## src/rtl/vseq_pkg.sv

```systemverilog
package vseq_pkg;
    typedef enum logic [1:0] {
        ST_IDLE = 2'd0,
        ST_SCAN = 2'd1,
        ST_FIN  = 2'd2
    } seq_state_t;

    typedef enum logic [1:0] {
        PM_NONE   = 2'd0,
        PM_INT    = 2'd1,
        PM_INTINV = 2'd2,
        PM_CR     = 2'd3
    } pred_mode_t;
endpackage

```

## src/rtl/vseq_mask_sel.sv

```systemverilog
module vseq_mask_sel #(
    parameter int MW  = 64,
    parameter int CFW = $clog2(MW)
) (
    input  logic [1:0]     pmode,
    input  logic           cr_inv,
    input  logic [MW-1:0]  int_val,
    input  logic [MW-1:0]  cr_eq,
    input  logic [CFW-1:0] cr_base,
    output logic [MW-1:0]  mask
);
    import vseq_pkg::*;

    logic [MW-1:0] cr_mask;

    // condition-field predicate: field index wraps modulo MW
    for (genvar i = 0; i < MW; i++) begin : g_crbit
        assign cr_mask[i] = cr_eq[cr_base + CFW'(i)] ^ cr_inv;
    end

    always_comb begin
        unique case (pred_mode_t'(pmode))
            PM_NONE:   mask = '1;
            PM_INT:    mask = int_val;
            PM_INTINV: mask = ~int_val;
            PM_CR:     mask = cr_mask;
            default:   mask = '1;
        endcase
    end
endmodule

```

## src/rtl/vseq_find_next.sv

```systemverilog
module vseq_find_next #(
    parameter int MW = 64,
    parameter int IW = 7
) (
    input  logic [MW-1:0] mask,
    input  logic [IW-1:0] from,
    input  logic [IW-1:0] lim,
    output logic          found,
    output logic [IW-1:0] idx
);
    // lowest set bit in [from, lim)
    always_comb begin
        found = 1'b0;
        idx   = '0;
        for (int i = MW - 1; i >= 0; i--) begin
            if (mask[i] && (IW'(i) >= from) && (IW'(i) < lim)) begin
                found = 1'b1;
                idx   = IW'(i);
            end
        end
    end
endmodule

```

## src/rtl/vec_elem_seq.sv

```systemverilog
module vec_elem_seq #(
    parameter int VLW  = 7,
    parameter int MW   = 64,
    parameter int NSRC = 2,
    parameter int RW   = 7,
    localparam int CFW = $clog2(MW)
) (
    input  logic                     clk,
    input  logic                     rst_n,
    input  logic                     start,
    input  logic [VLW-1:0]           vl,
    input  logic [VLW-1:0]           maxvl,
    input  logic [1:0]               src_pmode,
    input  logic                     src_cr_inv,
    input  logic [1:0]               dst_pmode,
    input  logic                     dst_cr_inv,
    input  logic [MW-1:0]            int_pred,
    input  logic [MW-1:0]            cr_eq,
    input  logic [CFW-1:0]           cr_pred_base,
    input  logic [NSRC-1:0]          src_scalar,
    input  logic [NSRC-1:0][RW-1:0]  src_base,
    input  logic                     dst_scalar,
    input  logic [RW-1:0]            dst_base,
    input  logic                     rec_en,
    input  logic [CFW-1:0]           rec_base,
    output logic                     el_valid,
    output logic [VLW-1:0]           el_src_idx,
    output logic [VLW-1:0]           el_dst_idx,
    output logic [NSRC-1:0][RW-1:0]  el_src_reg,
    output logic [RW-1:0]            el_dst_reg,
    output logic                     el_crf_we,
    output logic [CFW-1:0]           el_crf,
    output logic                     done
);
    import vseq_pkg::*;

    seq_state_t state_q, state_d;

    logic [MW-1:0]           smask_c, dmask_c, smask_q, dmask_q;
    logic [VLW-1:0]          vl_min, evl_c, evl_q;
    logic [VLW-1:0]          sidx_q, didx_q, sfi, dfi;
    logic                    sf, df, pair_ok;
    logic                    dsc_q, rec_q;
    logic [NSRC-1:0]         ssc_q;
    logic [NSRC-1:0][RW-1:0] sbase_q;
    logic [RW-1:0]           dbase_q;
    logic [CFW-1:0]          rbase_q;

    vseq_mask_sel #(.MW(MW)) u_smask (
        .pmode(src_pmode), .cr_inv(src_cr_inv), .int_val(int_pred),
        .cr_eq(cr_eq), .cr_base(cr_pred_base), .mask(smask_c)
    );
    vseq_mask_sel #(.MW(MW)) u_dmask (
        .pmode(dst_pmode), .cr_inv(dst_cr_inv), .int_val(int_pred),
        .cr_eq(cr_eq), .cr_base(cr_pred_base), .mask(dmask_c)
    );

    vseq_find_next #(.MW(MW), .IW(VLW)) u_sfind (
        .mask(smask_q), .from(sidx_q), .lim(evl_q), .found(sf), .idx(sfi)
    );
    vseq_find_next #(.MW(MW), .IW(VLW)) u_dfind (
        .mask(dmask_q), .from(didx_q), .lim(evl_q), .found(df), .idx(dfi)
    );

    // effective length: min(vl, maxvl, MW)
    always_comb begin
        vl_min = (vl < maxvl) ? vl : maxvl;
        evl_c  = (vl_min > VLW'(MW)) ? VLW'(MW) : vl_min;
    end

    assign pair_ok = (state_q == ST_SCAN) && sf && df;

    // next-state logic
    always_comb begin
        state_d = state_q;
        unique case (state_q)
            ST_IDLE: if (start) state_d = (evl_c == '0) ? ST_FIN : ST_SCAN;
            ST_SCAN: if (!(sf && df) || dsc_q) state_d = ST_FIN;
            ST_FIN:  state_d = ST_IDLE;
            default: state_d = ST_IDLE;
        endcase
    end

    // state register
    always_ff @(posedge clk or negedge rst_n) begin
        if (!rst_n) state_q <= ST_IDLE;
        else        state_q <= state_d;
    end

    // loop context and element indices
    always_ff @(posedge clk or negedge rst_n) begin
        if (!rst_n) begin
            smask_q <= '0;  dmask_q <= '0;  evl_q <= '0;
            sidx_q  <= '0;  didx_q  <= '0;
            dsc_q   <= 1'b0; rec_q  <= 1'b0; ssc_q <= '0;
            sbase_q <= '0;  dbase_q <= '0;  rbase_q <= '0;
        end else if (state_q == ST_IDLE && start) begin
            smask_q <= smask_c;  dmask_q <= dmask_c;  evl_q <= evl_c;
            sidx_q  <= '0;       didx_q  <= '0;
            dsc_q   <= dst_scalar; rec_q <= rec_en;   ssc_q <= src_scalar;
            sbase_q <= src_base; dbase_q <= dst_base; rbase_q <= rec_base;
        end else if (pair_ok) begin
            sidx_q <= sfi + 1'b1;
            didx_q <= dfi + 1'b1;
        end
    end

    // outputs
    always_comb begin
        el_valid   = pair_ok;
        el_src_idx = sfi;
        el_dst_idx = dfi;
        for (int j = 0; j < NSRC; j++) begin
            el_src_reg[j] = ssc_q[j] ? sbase_q[j] : RW'(sbase_q[j] + RW'(sfi));
        end
        el_dst_reg = dsc_q ? dbase_q : RW'(dbase_q + RW'(dfi));
        el_crf_we  = pair_ok && rec_q;
        el_crf     = rbase_q + dfi[CFW-1:0];
        done       = (state_q == ST_FIN);
    end

    // done is a single-cycle pulse
    a_r6_done_pulse: assert property (@(posedge clk) disable iff (!rst_n)
        done |=> !done);

    // nothing follows the first operation to a scalar destination
    a_r9_scalar_stop: assert property (@(posedge clk) disable iff (!rst_n)
        (el_valid && dsc_q) |=> !el_valid);

    // issued indices stay below the effective length
    a_r2_idx_bound: assert property (@(posedge clk) disable iff (!rst_n)
        el_valid |-> ((el_src_idx < evl_q) && (el_dst_idx < evl_q)));

    // issued indices sit on set mask bits
    a_r4_mask_hit: assert property (@(posedge clk) disable iff (!rst_n)
        el_valid |-> (smask_q[el_src_idx[CFW-1:0]] && dmask_q[el_dst_idx[CFW-1:0]]));

    // each side advances strictly upward
    a_r5_src_up: assert property (@(posedge clk) disable iff (!rst_n)
        el_valid |=> (!el_valid || (el_src_idx > $past(el_src_idx))));
    a_r5_dst_up: assert property (@(posedge clk) disable iff (!rst_n)
        el_valid |=> (!el_valid || (el_dst_idx > $past(el_dst_idx))));

    // zero effective length goes straight to done
    a_r3_zero_len: assert property (@(posedge clk) disable iff (!rst_n)
        (state_q == ST_IDLE && start && evl_c == '0) |=> (done && !el_valid));
endmodule

```

## config.mk

```make
export PLATFORM = sky130hd
export DESIGN_NAME = vec_elem_seq
export DESIGN_NICKNAME = d
export VERILOG_FILES = /design/src/rtl/vseq_pkg.sv /design/src/rtl/vseq_mask_sel.sv /design/src/rtl/vseq_find_next.sv /design/src/rtl/vec_elem_seq.sv
export SDC_FILE = /design/constraint.sdc
export NUM_CORES = 1
export LEC_CHECK = 0
export BUFFER_PORTS_ARGS = -buffer_cell sky130_fd_sc_hd__buf_2
export CORE_UTILIZATION = 55
export CTS_CLUSTER_SIZE = 10
export DETAILED_ROUTE_END_ITERATION = 6
export GPL_ROUTABILITY_DRIVEN = 1
export PLACE_DENSITY = 0.82
export SKIP_CTS_REPAIR_TIMING = 1
export SLEW_MARGIN = 20
export SYNTH_ARGS = -nofsm -noshare
export SYNTH_HDL_FRONTEND = slang
export SYNTH_SLANG_ARGS = --single-unit
```

## constraint.sdc

```tcl
create_clock -name clk -period 5.75 [get_ports clk]
set_input_delay 0 -clock clk [delete_from_list [all_inputs] [get_ports clk]]
set_output_delay 0 -clock clk [all_outputs]
set_load 0.01 [all_outputs]
```

==> impl_metrics.toml <==
[detailed_routing]
firstDrtPassIters = 7
ant_nets = 0
viasPerCell = 6.94
via_count = 23200
routed_wl_mm = 92.7
drt_iter0_markers = 3294
post-route-drc-count = 22
wl_per_cell_microns = 27.7

[grt]
grtUsageTotal = 0.436
grt_max_degree = 114
grt_pass1_vias = 20800
antenna_found_initial = 4
busiest_layer = "met2"
grt_use_met3 = 0.0891
grt_overflow = 0
use_met1 = 0.578
use_met2 = 0.675
grt_pass1_wl_mm = 133

[pwr]
intPower_w = 0.00647
total_power_w = 0.0147
net-switching-power_w = 0.00820
cellPowerDensity_nw_per_um2 = 588
p_leak_nw = 11.1
seq_power_share = 0.196
clkPwrFrac = 0.086
p_comb_frac = 0.718
switching_share = 0.559
vdd_drop_max_uv = 363

[synth]
synth_cells = 2636
synth_top_family_by_area = "compound AO/OA/AOI/OAI gates"
yosysSeqAreaShare = 0.206
synth_xor_area_frac = 0.0840
synth_compound_area_frac = 0.236
synth_edf_count = 0
ys.flop_type = "dfrtp_1"
ys_types = 119
synth_async_sr_flop_share = 1.00
synth-seq-cells = 182
avgSynthCellArea_sq_um = 8.39
synthAdderAreaFrac = 0.0305
synth_area_leader_cell = "dfrtp_1"
yosysTopAreaCellShare = 0.206
ys_top_cells_by_area = "dfrtp_1, mux2i_1, mux4_2"
yosys_warnings = 0
yosys-mux-area-fraction = 0.227
synth_area_sq_um = 22100
yosys.area_share.simple = 0.155

[critical_path]
critPathCaptureType = "primary output"
crit_type = "reg2out"
crit_path_start_kind = "flip-flop"
arrival_ns = 5.60
required_ns = 5.75
path_max_fanout = 21

[timing]
max_freq_ghz = 0.179
timing.final.ws_setup_ns = 0.152
tightest_slew_ns = 1.08
hold_viol = 13
timing.slew.headroom = 0.261
post-route-period-util = 0.974
setup_viol = 0
maxSlewViolCount = 0
hold_slack_ns = -0.0646
fin_skew_ns = 0.0159
min_period_ns = 5.60

[run_status]
failed_checks = "design-rule violations, negative hold slack"
outcome = "complete, but fails checks"

[floorplan]
die_area_sq_um = 41000
die_y_microns = 202
core_area_sq_um = 39700
die_x_microns = 202
ios = 232
initial_core_util = 0.556
num_rows = 73

[clocking]
cts.sinks = 182
htreeDepth = 4
clock_latency_ns = 0.50
cts_buffers = 17
clk_pin_slew_worst_paths_ns = 0.08
root_buffer = "clkbuf_16"
cts_tree = "yes"
clockBufferDepth = 2

[finish]
final_cell_mix = "nand2_1, mux2i_1, o21ai_0"
fin_nets = 3045
drive_above_1_share = 0.177
final_common_cell = "nand2_1"
stdcell_area_sq_um = 24900
final_cell_count_no_fill = 3350
syn_to_final_growth_pct = 12.8

[placement]
io_buffers = 229
gp_congestion = 1.07
place_area_sq_um = 23300
pre_cts_ws_ns = 0.435
place_inst = 3227
dpl.hpwl_mm = 71.3

[worst_hold_path]
hold_path.class = "in2reg"

[job]
maxCapViolCount = 0
==> per-stage QoR <==
step | util | setup TNS, ns
finish | 0.628 | 0
global route | 0.628 | -0.0451
CTS | 0.603 | -0.247
detailed placement | 0.587 | 0
global placement | 0.587 | 0
floorplan | - | 0
==> synth_stat cells, drive strengths merged (13+ instances only) <==
library cell / number
o2111a: 14
nor4: 24
nor2: 90
a31oi: 136
and2: 19
nor3: 23
clkbuf: 125
buf: 110
nand2b: 18
mux2i: 330
a21oi: 77
o2111ai: 36
and3: 13
o31ai: 14
a21o: 22
dfrtp: 182
xor2: 97
o211ai: 38
ha: 43
o21a: 22
nor2b: 15
o22ai: 25
o21ai: 256
inv: 47
xnor2: 115
mux4: 66
nand3: 33
nand4: 23
mux2: 20
nand2: 381
==> power groups by stage <==
stage               Sequential, W  Clock (W)  Combinational (W)
global placement          0.00279          0            0.00982
floorplan                 0.00221          0            0.00709
CTS                       0.00279    0.00127             0.0100
global route              0.00290    0.00131             0.0112
finish                    0.00288    0.00126             0.0105
detailed placement        0.00282          0            0.00998
==> final cells by class <==
cell class	count	area [sq um]
flip-flops and latches	182	4560
well taps	525	657
repair buffers	389	2600
clock buffers	17	425
multi-input cells	2172	16300
fillers	3388	14800
clock inverters	15	198
inverters	48	180
diodes	2	5.00
==> flip-flops by register name (all words and copies together) (netlist names) <==
register and flops:
dmask_q 64, smask_q 64, sbase_q 14, dbase_q 7
didx_q 7, evl_q 7, sidx_q 7, rbase_q 6
ssc_q 2, state_q 2, dsc_q 1, rec_q 1
==> routing by layer <==
metal	routed length (microns)	part of all wire
met5	18	0.00019
met1	36100	0.39
met3	9950	0.11
met4	5400	0.058
met2	41300	0.45
==> cell families after synthesis <==
family / count (synthesis)
other cells: 1
flops: 182
xor+xnor: 212
compound gates: 777
buf+inv: 283
mux: 416
simple gates: 713
fa+ha+maj: 52
==> final timing paths <==
path / startpoint / end / slack, ns / cells past startpoint
max in group asynchronous: rst_n / evl_q[1]$_DFFE_PN0P_ / 3.96 / 3
worst min register to register: rec_q$_DFFE_PN0P_ / rec_q$_DFFE_PN0P_ / 0.48 / 2
worst max-delay path: evl_q[5]$_DFFE_PN0P_ / el_src_reg[13] / 0.15 / 19
worst max register to register: evl_q[3]$_DFFE_PN0P_ / sidx_q[1]$_DFFE_PN0P_ / 1.23 / 11
worst min-delay path: int_pred[39] / smask_q[39]$_DFFE_PN0P_ / -0.06 / 4
min in group asynchronous: rst_n / dbase_q[0]$_DFFE_PN0P_ / 0.12 / 2
==> critical path: stages, from the launching register on <==
cell and delay (ns):
dfrtp_1 0.53, buf_4 0.33, a31oi_1 0.19, nor4bb_2 0.35, o21ai_0 0.13, a2111oi_0 0.49
a21oi_1 0.15, a2111oi_2 0.38, o31a_1 0.29, nor2_1 0.10, a31oi_4 0.25, ha_1 0.23
inv_1 0.06, fa_1 0.44, nor2b_1 0.17, o221ai_1 0.22, o211ai_1 0.17, o31a_1 0.32
xnor2_1 0.14, buf_2 0.15
Note: power is estimated with default switching activity, not from simulation.
